**config.mk**
```make
export PLATFORM = sky130hd
export DESIGN_NAME = pm_regs
export DESIGN_NICKNAME = d
export VERILOG_FILES = /design/src/rtl/pm_regs_pkg.sv /design/src/rtl/pm_state_fsm.sv /design/src/rtl/pm_wake_ctrl.sv /design/src/rtl/pm_report_table.sv /design/src/rtl/pm_regs.sv
export SDC_FILE = /design/constraint.sdc
export NUM_CORES = 1
export LEC_CHECK = 0
export ABC_AREA = 1
export BUFFER_PORTS_ARGS = -buffer_cell sky130_fd_sc_hd__buf_2
export CORE_MARGIN = 10
export CORE_UTILIZATION = 27
export CTS_CLUSTER_DIAMETER = 60
export CTS_CLUSTER_SIZE = 25
export DETAILED_ROUTE_END_ITERATION = 12
export PLACE_DENSITY = 0.8
export SYNTH_ARGS = -nofsm -noshare
export SYNTH_HDL_FRONTEND = slang
export SYNTH_SLANG_ARGS = --single-unit
```
**constraint.sdc**
```tcl
create_clock -name clk -period 0.9 [get_ports clk]
set_input_delay 0.09 -clock clk [delete_from_list [all_inputs] [get_ports clk]]
set_output_delay 0.09 -clock clk [all_outputs]
set_load 0.01 [all_outputs]
```
**src/rtl/pm_regs_pkg.sv**
```systemverilog
package pm_regs_pkg;
    typedef enum logic [1:0] {
        PS_D0 = 2'b00,
        PS_D1 = 2'b01,
        PS_D2 = 2'b10,
        PS_D3 = 2'b11
    } pstate_e;

    localparam int ADDR_W      = 6;
    localparam int SEL_W       = 4;
    localparam int RPT_W       = 8;
    localparam logic [ADDR_W-1:0] HDR_PTR_DW = 6'h0D;
    localparam logic [ADDR_W-1:0] CAP_DW     = 6'h37;
    localparam logic [ADDR_W-1:0] CSR_DW     = 6'h38;
    localparam logic [7:0] CAP_ID   = 8'h01;
    localparam logic [7:0] CAP_BYTE = 8'hDC;
endpackage

```
**src/rtl/pm_state_fsm.sv**
```systemverilog
module pm_state_fsm
    import pm_regs_pkg::*;
(
    input  logic       clk,
    input  logic       rst_n,
    input  logic       ld,
    input  logic [1:0] ld_val,
    output logic [1:0] state_o
);
    pstate_e cur_q, nxt;

    always_comb begin
        nxt = cur_q;
        if (ld) begin
            unique case (ld_val)
                2'b00: nxt = PS_D0;
                2'b01: nxt = PS_D1;
                2'b10: nxt = PS_D2;
                2'b11: nxt = PS_D3;
                default: nxt = PS_D0;
            endcase
        end
    end

    always_ff @(posedge clk) begin
        if (!rst_n) cur_q <= PS_D0;
        else        cur_q <= nxt;
    end

    always_comb begin
        state_o = cur_q;
    end
endmodule

```
**src/rtl/pm_wake_ctrl.sv**
```systemverilog
module pm_wake_ctrl (
    input  logic clk,
    input  logic aux_rst,
    input  logic en_wr,
    input  logic en_val,
    input  logic clr,
    input  logic wake,
    output logic en_o,
    output logic sts_o
);
    logic en_q, sts_q;

    always_ff @(posedge clk) begin
        if (aux_rst) begin
            en_q  <= 1'b1;
            sts_q <= 1'b0;
        end else begin
            if (en_wr) en_q <= en_val;
            sts_q <= wake | (sts_q & ~clr);
        end
    end

    assign en_o  = en_q;
    assign sts_o = sts_q;
endmodule

```
**src/rtl/pm_report_table.sv**
```systemverilog
module pm_report_table
    import pm_regs_pkg::*;
#(
    parameter int SW = SEL_W,
    parameter int DW = RPT_W
) (
    input  logic [SW-1:0] sel,
    output logic [DW-1:0] value,
    output logic [1:0]    scale
);
    localparam int LAST_SCALED = 8;

    always_comb begin
        if (sel == 0 || sel == 4)  value = DW'(58);
        else if (sel < 8)          value = DW'(40);
        else                       value = '0;
        scale = (int'(sel) <= LAST_SCALED) ? 2'b10 : 2'b00;
    end
endmodule

```
**src/rtl/pm_regs.sv**
```systemverilog
module pm_regs
    import pm_regs_pkg::*;
(
    input  logic              clk,
    input  logic              rst_n,
    input  logic              aux_rst,
    input  logic              cfg_wr,
    input  logic [ADDR_W-1:0] cfg_addr,
    input  logic [3:0]        cfg_be,
    input  logic [31:0]       cfg_wdata,
    input  logic              wake_evt,
    input  logic              aux_pwr,
    output logic [31:0]       cfg_rdata,
    output logic [1:0]        pwr_state,
    output logic              pme_n
);
    logic             csr_wr, ps_ld, hi_wr;
    logic             en, sts;
    logic [SEL_W-1:0] sel_q;
    logic [RPT_W-1:0] rpt;
    logic [1:0]       scale;
    logic [15:0]      caps;

    assign csr_wr = rst_n && cfg_wr && (cfg_addr == CSR_DW);
    assign ps_ld  = csr_wr && cfg_be[0];
    assign hi_wr  = csr_wr && cfg_be[1];

    pm_state_fsm u_fsm (
        .clk(clk), .rst_n(rst_n), .ld(ps_ld),
        .ld_val(cfg_wdata[1:0]), .state_o(pwr_state)
    );

    pm_wake_ctrl u_wake (
        .clk(clk), .aux_rst(aux_rst), .en_wr(hi_wr),
        .en_val(cfg_wdata[8]), .clr(hi_wr && cfg_wdata[15]),
        .wake(wake_evt), .en_o(en), .sts_o(sts)
    );

    always_ff @(posedge clk) begin
        if (!rst_n)     sel_q <= '0;
        else if (hi_wr) sel_q <= cfg_wdata[12:9];
    end

    pm_report_table u_tab (.sel(sel_q), .value(rpt), .scale(scale));

    always_comb begin
        caps = {aux_pwr ? 5'b11111 : 5'b01111, 1'b1, 1'b1, 2'b00,
                aux_pwr, 1'b1, 1'b0, 1'b0, 3'b001};
    end

    always_comb begin
        unique case (cfg_addr)
            HDR_PTR_DW: cfg_rdata = {24'h0, CAP_BYTE};
            CAP_DW:     cfg_rdata = {caps, 8'h00, CAP_ID};
            CSR_DW:     cfg_rdata = {rpt, 8'h00, sts, scale, sel_q, en,
                                     6'b0, pwr_state};
            default:    cfg_rdata = '0;
        endcase
    end

    assign pme_n = ~(en & sts);
endmodule

```
## Word level (Yosys, flattened, before mapping)

Index checks and enable logic that the tools add are counted.

| operators by class | value |
|---|---|
| reductions and logical operators | 8 |
| $lt $le $gt $ge | 2 |
| equal/unequal tests | 7 |
| muxes and demuxes | 6 |
| bitwise logic cells | 5 |

Operators with widths:

| cell | number |
|---|---|
| $pmux W32 S3 | 1 |
| $eq A6 B6 Y1 const B | 2 |
| $mux W8 | 1 |
| $pmux W2 S4 | 1 |
| $eq A6 B4 Y1 const B | 1 |
| $mux W6 | 1 |
| $logic_and A1 B1 Y1 | 5 |
| $mux W5 | 1 |
| $eq A2 B2 Y1 const B | 2 |
| $eq A4 B3 Y1 const B | 1 |
| $le A4 B4 Y1 const B | 1 |
| $logic_not A4 Y1 | 1 |
| $lt A4 B4 Y1 const B | 1 |
| $and A1 B1 Y1 | 2 |
| $eq A2 B1 Y1 const B | 1 |
| $logic_not A2 Y1 | 1 |
| $mux W2 | 1 |
| $not A1 Y1 | 2 |
| $logic_or A1 B1 Y1 | 1 |
| $or A1 B1 Y1 | 1 |

| word-level totals | value |
|---|---|
| register bits after elaboration | 8 |

## Depth between registers and ports, before layout

| logic depth | value |
|---|---|
| word-level depth | 7 |
| mapped depth | 8 |

## By module

A second synthesis with hierarchy kept.

| second synthesis, totals | value |
|---|---|
| cells, all modules | 128 |
| area total of the unflattened synthesis | 763.2 sq um |

Modules (own cells, without submodules):

| module | seq. area each (sq um) | area an instance (sq um) | times used | cells each |
|---|---|---|---|---|
| pm_regs | 80.1 | 524.3 | 1 | 92 |
| pm_report_table | 0.0 | 85.1 | 1 | 14 |
| pm_state_fsm | 40.0 | 77.6 | 1 | 12 |
| pm_wake_ctrl | 40.0 | 76.3 | 1 | 10 |

## Worst setup path before layout

OpenSTA, ideal clock, no wires.

| timing path | value |
|---|---|
| path kind | input to output |
| start | input port cfg_addr[0] |
| end | output port cfg_rdata[28] |
| data required time | 0.810 ns |
| path slack | -0.220 ns |
| path buffers | 2 |
| stages on the path | 6 |
| arrival time | 1.030 ns |
| path through | nor2_1 nand3_2 buf_2 o21ai_2 o21a_1 buf_4 |

| between the ends | value |
|---|---|
| cells in the longest elaborated chain, start to end | 2 |
| elaborated cells between the ends (all ways) | 4 |
| those cells by class | eq/ne: 3; mux: 1 |

Ends and longest elaborated chain:

| item | line | text |
|---|---|---|
| start: declaration | pm_regs.sv:8 | `input logic [ADDR_W-1:0] cfg_addr,` |
| $eq A6 B6 Y1 / $eq A6 B4 Y1 (equally long branches) | pm_regs.sv:52 | `unique case (cfg_addr)` |
| $pmux W32 S3 (*) | pm_regs.sv:52 |  |
| end: declaration | pm_regs.sv:13 | `output logic [31:0] cfg_rdata,` |

Mark *: on every way between the ends. The rest lies on a longest branch, timed or not.

## Worst setup path after layout

| timing path | value |
|---|---|
| start | register sel_q[3] |
| end | output port cfg_rdata[25] |

| between the ends | value |
|---|---|
| cells in the longest elaborated chain, start to end | 4 |
| elaborated cells between the ends (all ways) | 5 |
| those cells by class | eq/ne: 1; mux: 2; reduce/logical: 2 |

Ends and longest elaborated chain:

| item | line | text |
|---|---|---|
| start: declaration | pm_regs.sv:19 | `logic [SEL_W-1:0] sel_q;` |
| start signal: assignment | pm_regs.sv:41 | `else if (hi_wr) sel_q <= cfg_wdata[12:9];` |
| $eq A4 B3 Y1 / $logic_not A4 Y1 (equally long branches) | pm_report_table.sv:14 | `if (sel == 0 \|\| sel == 4) value = DW'(58);` |
| $logic_or A1 B1 Y1 (*) | pm_report_table.sv:14 |  |
| $mux W8 (*) | pm_report_table.sv:14 |  |
| $pmux W32 S3 (*) | pm_regs.sv:52 |  |

Marks and branches as above.

==> impl_metrics.toml <==
[power_and_ir_drop]
p_per_area_nw_per_um2 = 736
ir_worst_vdd_mv = 0.413
p_leak_nw = 0.680
finalPower_uw = 869

[yosys]
yosysUniqueCellTypes = 21
ys.warnings.count = 0
syn_area_sq_um = 624
avgSynthCellArea_sq_um = 6.18
postSynthCellCount = 101
seq_area_frac_synth = 0.257
ys_seq_elements = 8

[worst_setup_path]
cp-end-kind = "primary output"
slowest_stage = "dfxtp_2"
worstPathRequired_ns = 0.81
ff2ff_path_depth = 4
reg2reg_setup_slack_ns = 0.14
max_stage_delay_ns = 0.33
critPathKind = "flop to primary output"
cp-start-kind = "flop"
rr_startpoint = "u_wake.en_o"
r2r-end = "u_wake.en_o"
critPathMaxFanout = 2
arrival_ns = 1.02
cp_cell_sequence = "o21ai_4 -> o21a_1 -> buf_2"

[floorplanning]
ios = 83
die_h_um = 68.1
start_util = 0.282
rows = 17
die_area_sq_um = 4640
die_w_um = 68.1
fp.coreArea_sq_um = 2210

[grt]
grt_first_pass_wirelength_um = 3340
antenna_found_initial = 0
grt_max_degree = 10
grt.total_usage = 0.0955
grt_pass1_vias = 794
grt-ovfl-total = 0

[timing]
final_hold_viol_count = 0
worst_hold_slack_ns = 0.0431
rsz0062_at_grt = "yes"
finalCriticalPeriod_ns = 1.11
skew_ns = 0
report.final.slew_viol_count = 0
fmax_mhz = 904
finalSetupViolCount = 14
finalWorstSetupSlack_ns = -0.206
fin_crit_sh = 1.23

[final_layout]
final_common_cell = "buf_2"
drive_above_1_share = 0.703
ff_latch_area_sq_um = 170
post-route-util = 0.533
antennaDiodeCount = 0
synthToLayoutAreaGrowth_pct = 89.0
most-common-layout-cells = "buf_2 (36), nor2_1 (16), buf_6 (16)"
multi_input_area_sq_um = 407
final_cells = 186
fillers = 225
fin_nets = 208
design_area_sq_um = 1180

[cts]
path_clk_slew_ns = 0.06
clock_path_buffers = 2
numCtsBuffers = 3
cts_root_buf = "clkbuf_4"
cts_sinks = 8
cts_tree = "built"
cts.htree.levels = 1
clock_latency_ns = 0.26

[drt]
viasPerCell = 4.20
wl_met2_um = 1170
wl_met1_um = 866
wl_met3_um = 332
highest_layer = "met4"
ant_nets = 0
num_vias = 781
wl_um = 2400
wl_per_cell_um = 12.9
drt_iter0_drc = 22
drcViolationCount = 0
firstDrtPassIters = 4

[run_status]
status = "complete, but fails checks"
violations = "negative setup slack"

[hold_path]
worstHoldPathCells = 3
hold_path_end = "u_wake.en_o"
min_from = "cfg_wdata[8]"
holdCritPathClass = "primary input to flop"

[placement]
hpwl_um = 1770
dp.cells = 171
gp_congestion = 0.787
io_buffers = 48
placed_cell_area_sq_um = 863

[flow_run]
maxCapViolations = 0
-- area by class of cell --
class                   instances  area share
clock buffers                   3      0.0191
inverters                      14      0.0551
repair buffers                 65       0.407
multi-input cells              68       0.345
well taps                      28      0.0297
flip-flops and latches          8       0.144
-- registers in the layout, summed over array words and instances (netlist names) --
name,flops
u_wake.sts_o,1
sel_q,4
u_wake.en_o,1
u_fsm.state_o,2
-- worst max path at each step --
stage	from	endpoint	slack [ns]	cells past startpoint
floorplan	cfg_addr[3]	cfg_rdata[28]	-0.16	7
detailed placement	cfg_addr[3]	cfg_rdata[14]	-0.23	7
global route	sel_q[0]	cfg_rdata[14]	-0.29	4
global placement	cfg_addr[3]	cfg_rdata[28]	-0.20	7
finish	sel_q[3]	cfg_rdata[25]	-0.21	3
CTS	sel_q[1]	cfg_rdata[14]	-0.22	4
-- cell families (layout without fill, tap and decap cells) --
| kind of cell | after synthesis | after routing | share of synthesized area |
|---|---|---|---|
| AO/OA/AOI/OAI | 6 | 6 | 0.0601 |
| buffers and inverters | 33 | 82 | 0.309 |
| flip-flops | 8 | 8 | 0.257 |
| other | 1 | 8 | 0.00601 |
| AND/OR/NAND/NOR | 53 | 54 | 0.369 |
-- where the power goes --
part           switching, mW  internal [mW]
Sequential           0.00423          0.359
Combinational          0.110          0.107
Clock                  0.134          0.153
-- metrics by stage --
| stage | worst slack, ns | TNS (ns) |
|---|---|---|
| final | -0.206 | -1.33 |
| after global placement | -0.196 | -3.76 |
| after detailed placement | -0.226 | -4.49 |
| after floorplan | -0.161 | -0.199 |
| after CTS | -0.216 | -1.32 |
| after global routing | -0.287 | -2.41 |
-- synth_stat cells --
cell type / instances / area [sq um]
o21a_1: 1 / 7.51
buf_4: 18 / 135
a21oi_1: 2 / 10.0
inv_1: 13 / 48.8
nor2_1: 24 / 90.1
nand3_1: 1 / 5.00
nor3_1: 1 / 5.00
nor2_4: 1 / 11.3
nor2_2: 1 / 6.26
nand2_1: 21 / 78.8
o21ai_0: 1 / 5.00
nand3_2: 1 / 10.0
conb_1: 1 / 3.75
nand2_2: 1 / 6.26
inv_2: 1 / 3.75
nand2_4: 1 / 11.3
a31oi_1: 1 / 6.26
nand4_1: 1 / 6.26
buf_2: 1 / 5.00
dfxtp_1: 8 / 160
o21ai_2: 1 / 8.76
-- per-layer routing --
metal | up-vias | track usage
met5 | - | 0
met4 | 0 | 0.0452
met3 | 4 | 0.0489
met2 | 45 | 0.177
met1 | 341 | 0.0834
li1 | 391 | -
-- worst max-delay path: cells and delay by family, from the launching register on --
kind | cells | cell delay [ns]
AOI/OAI and AO/OA | 2 | 0.28
buffers and inverters | 1 | 0.13
DFF | 1 | 0.33
-- timing repair --
| item | 4_1_cts | 5_1_grt |
|---|---|---|
| gates cloned | 0 | 1 |
| buffers inserted | 8 | 3 |
| hold buffers | 1 | 0 |
| endpoints found under the setup margin | 20 | 31 |
| resized for setup | 35 | 33 |
| hold endpoints to repair | 1 | 0 |
| pin swaps | 11 | 14 |
Note: power is estimated with default switching activity, not from simulation.
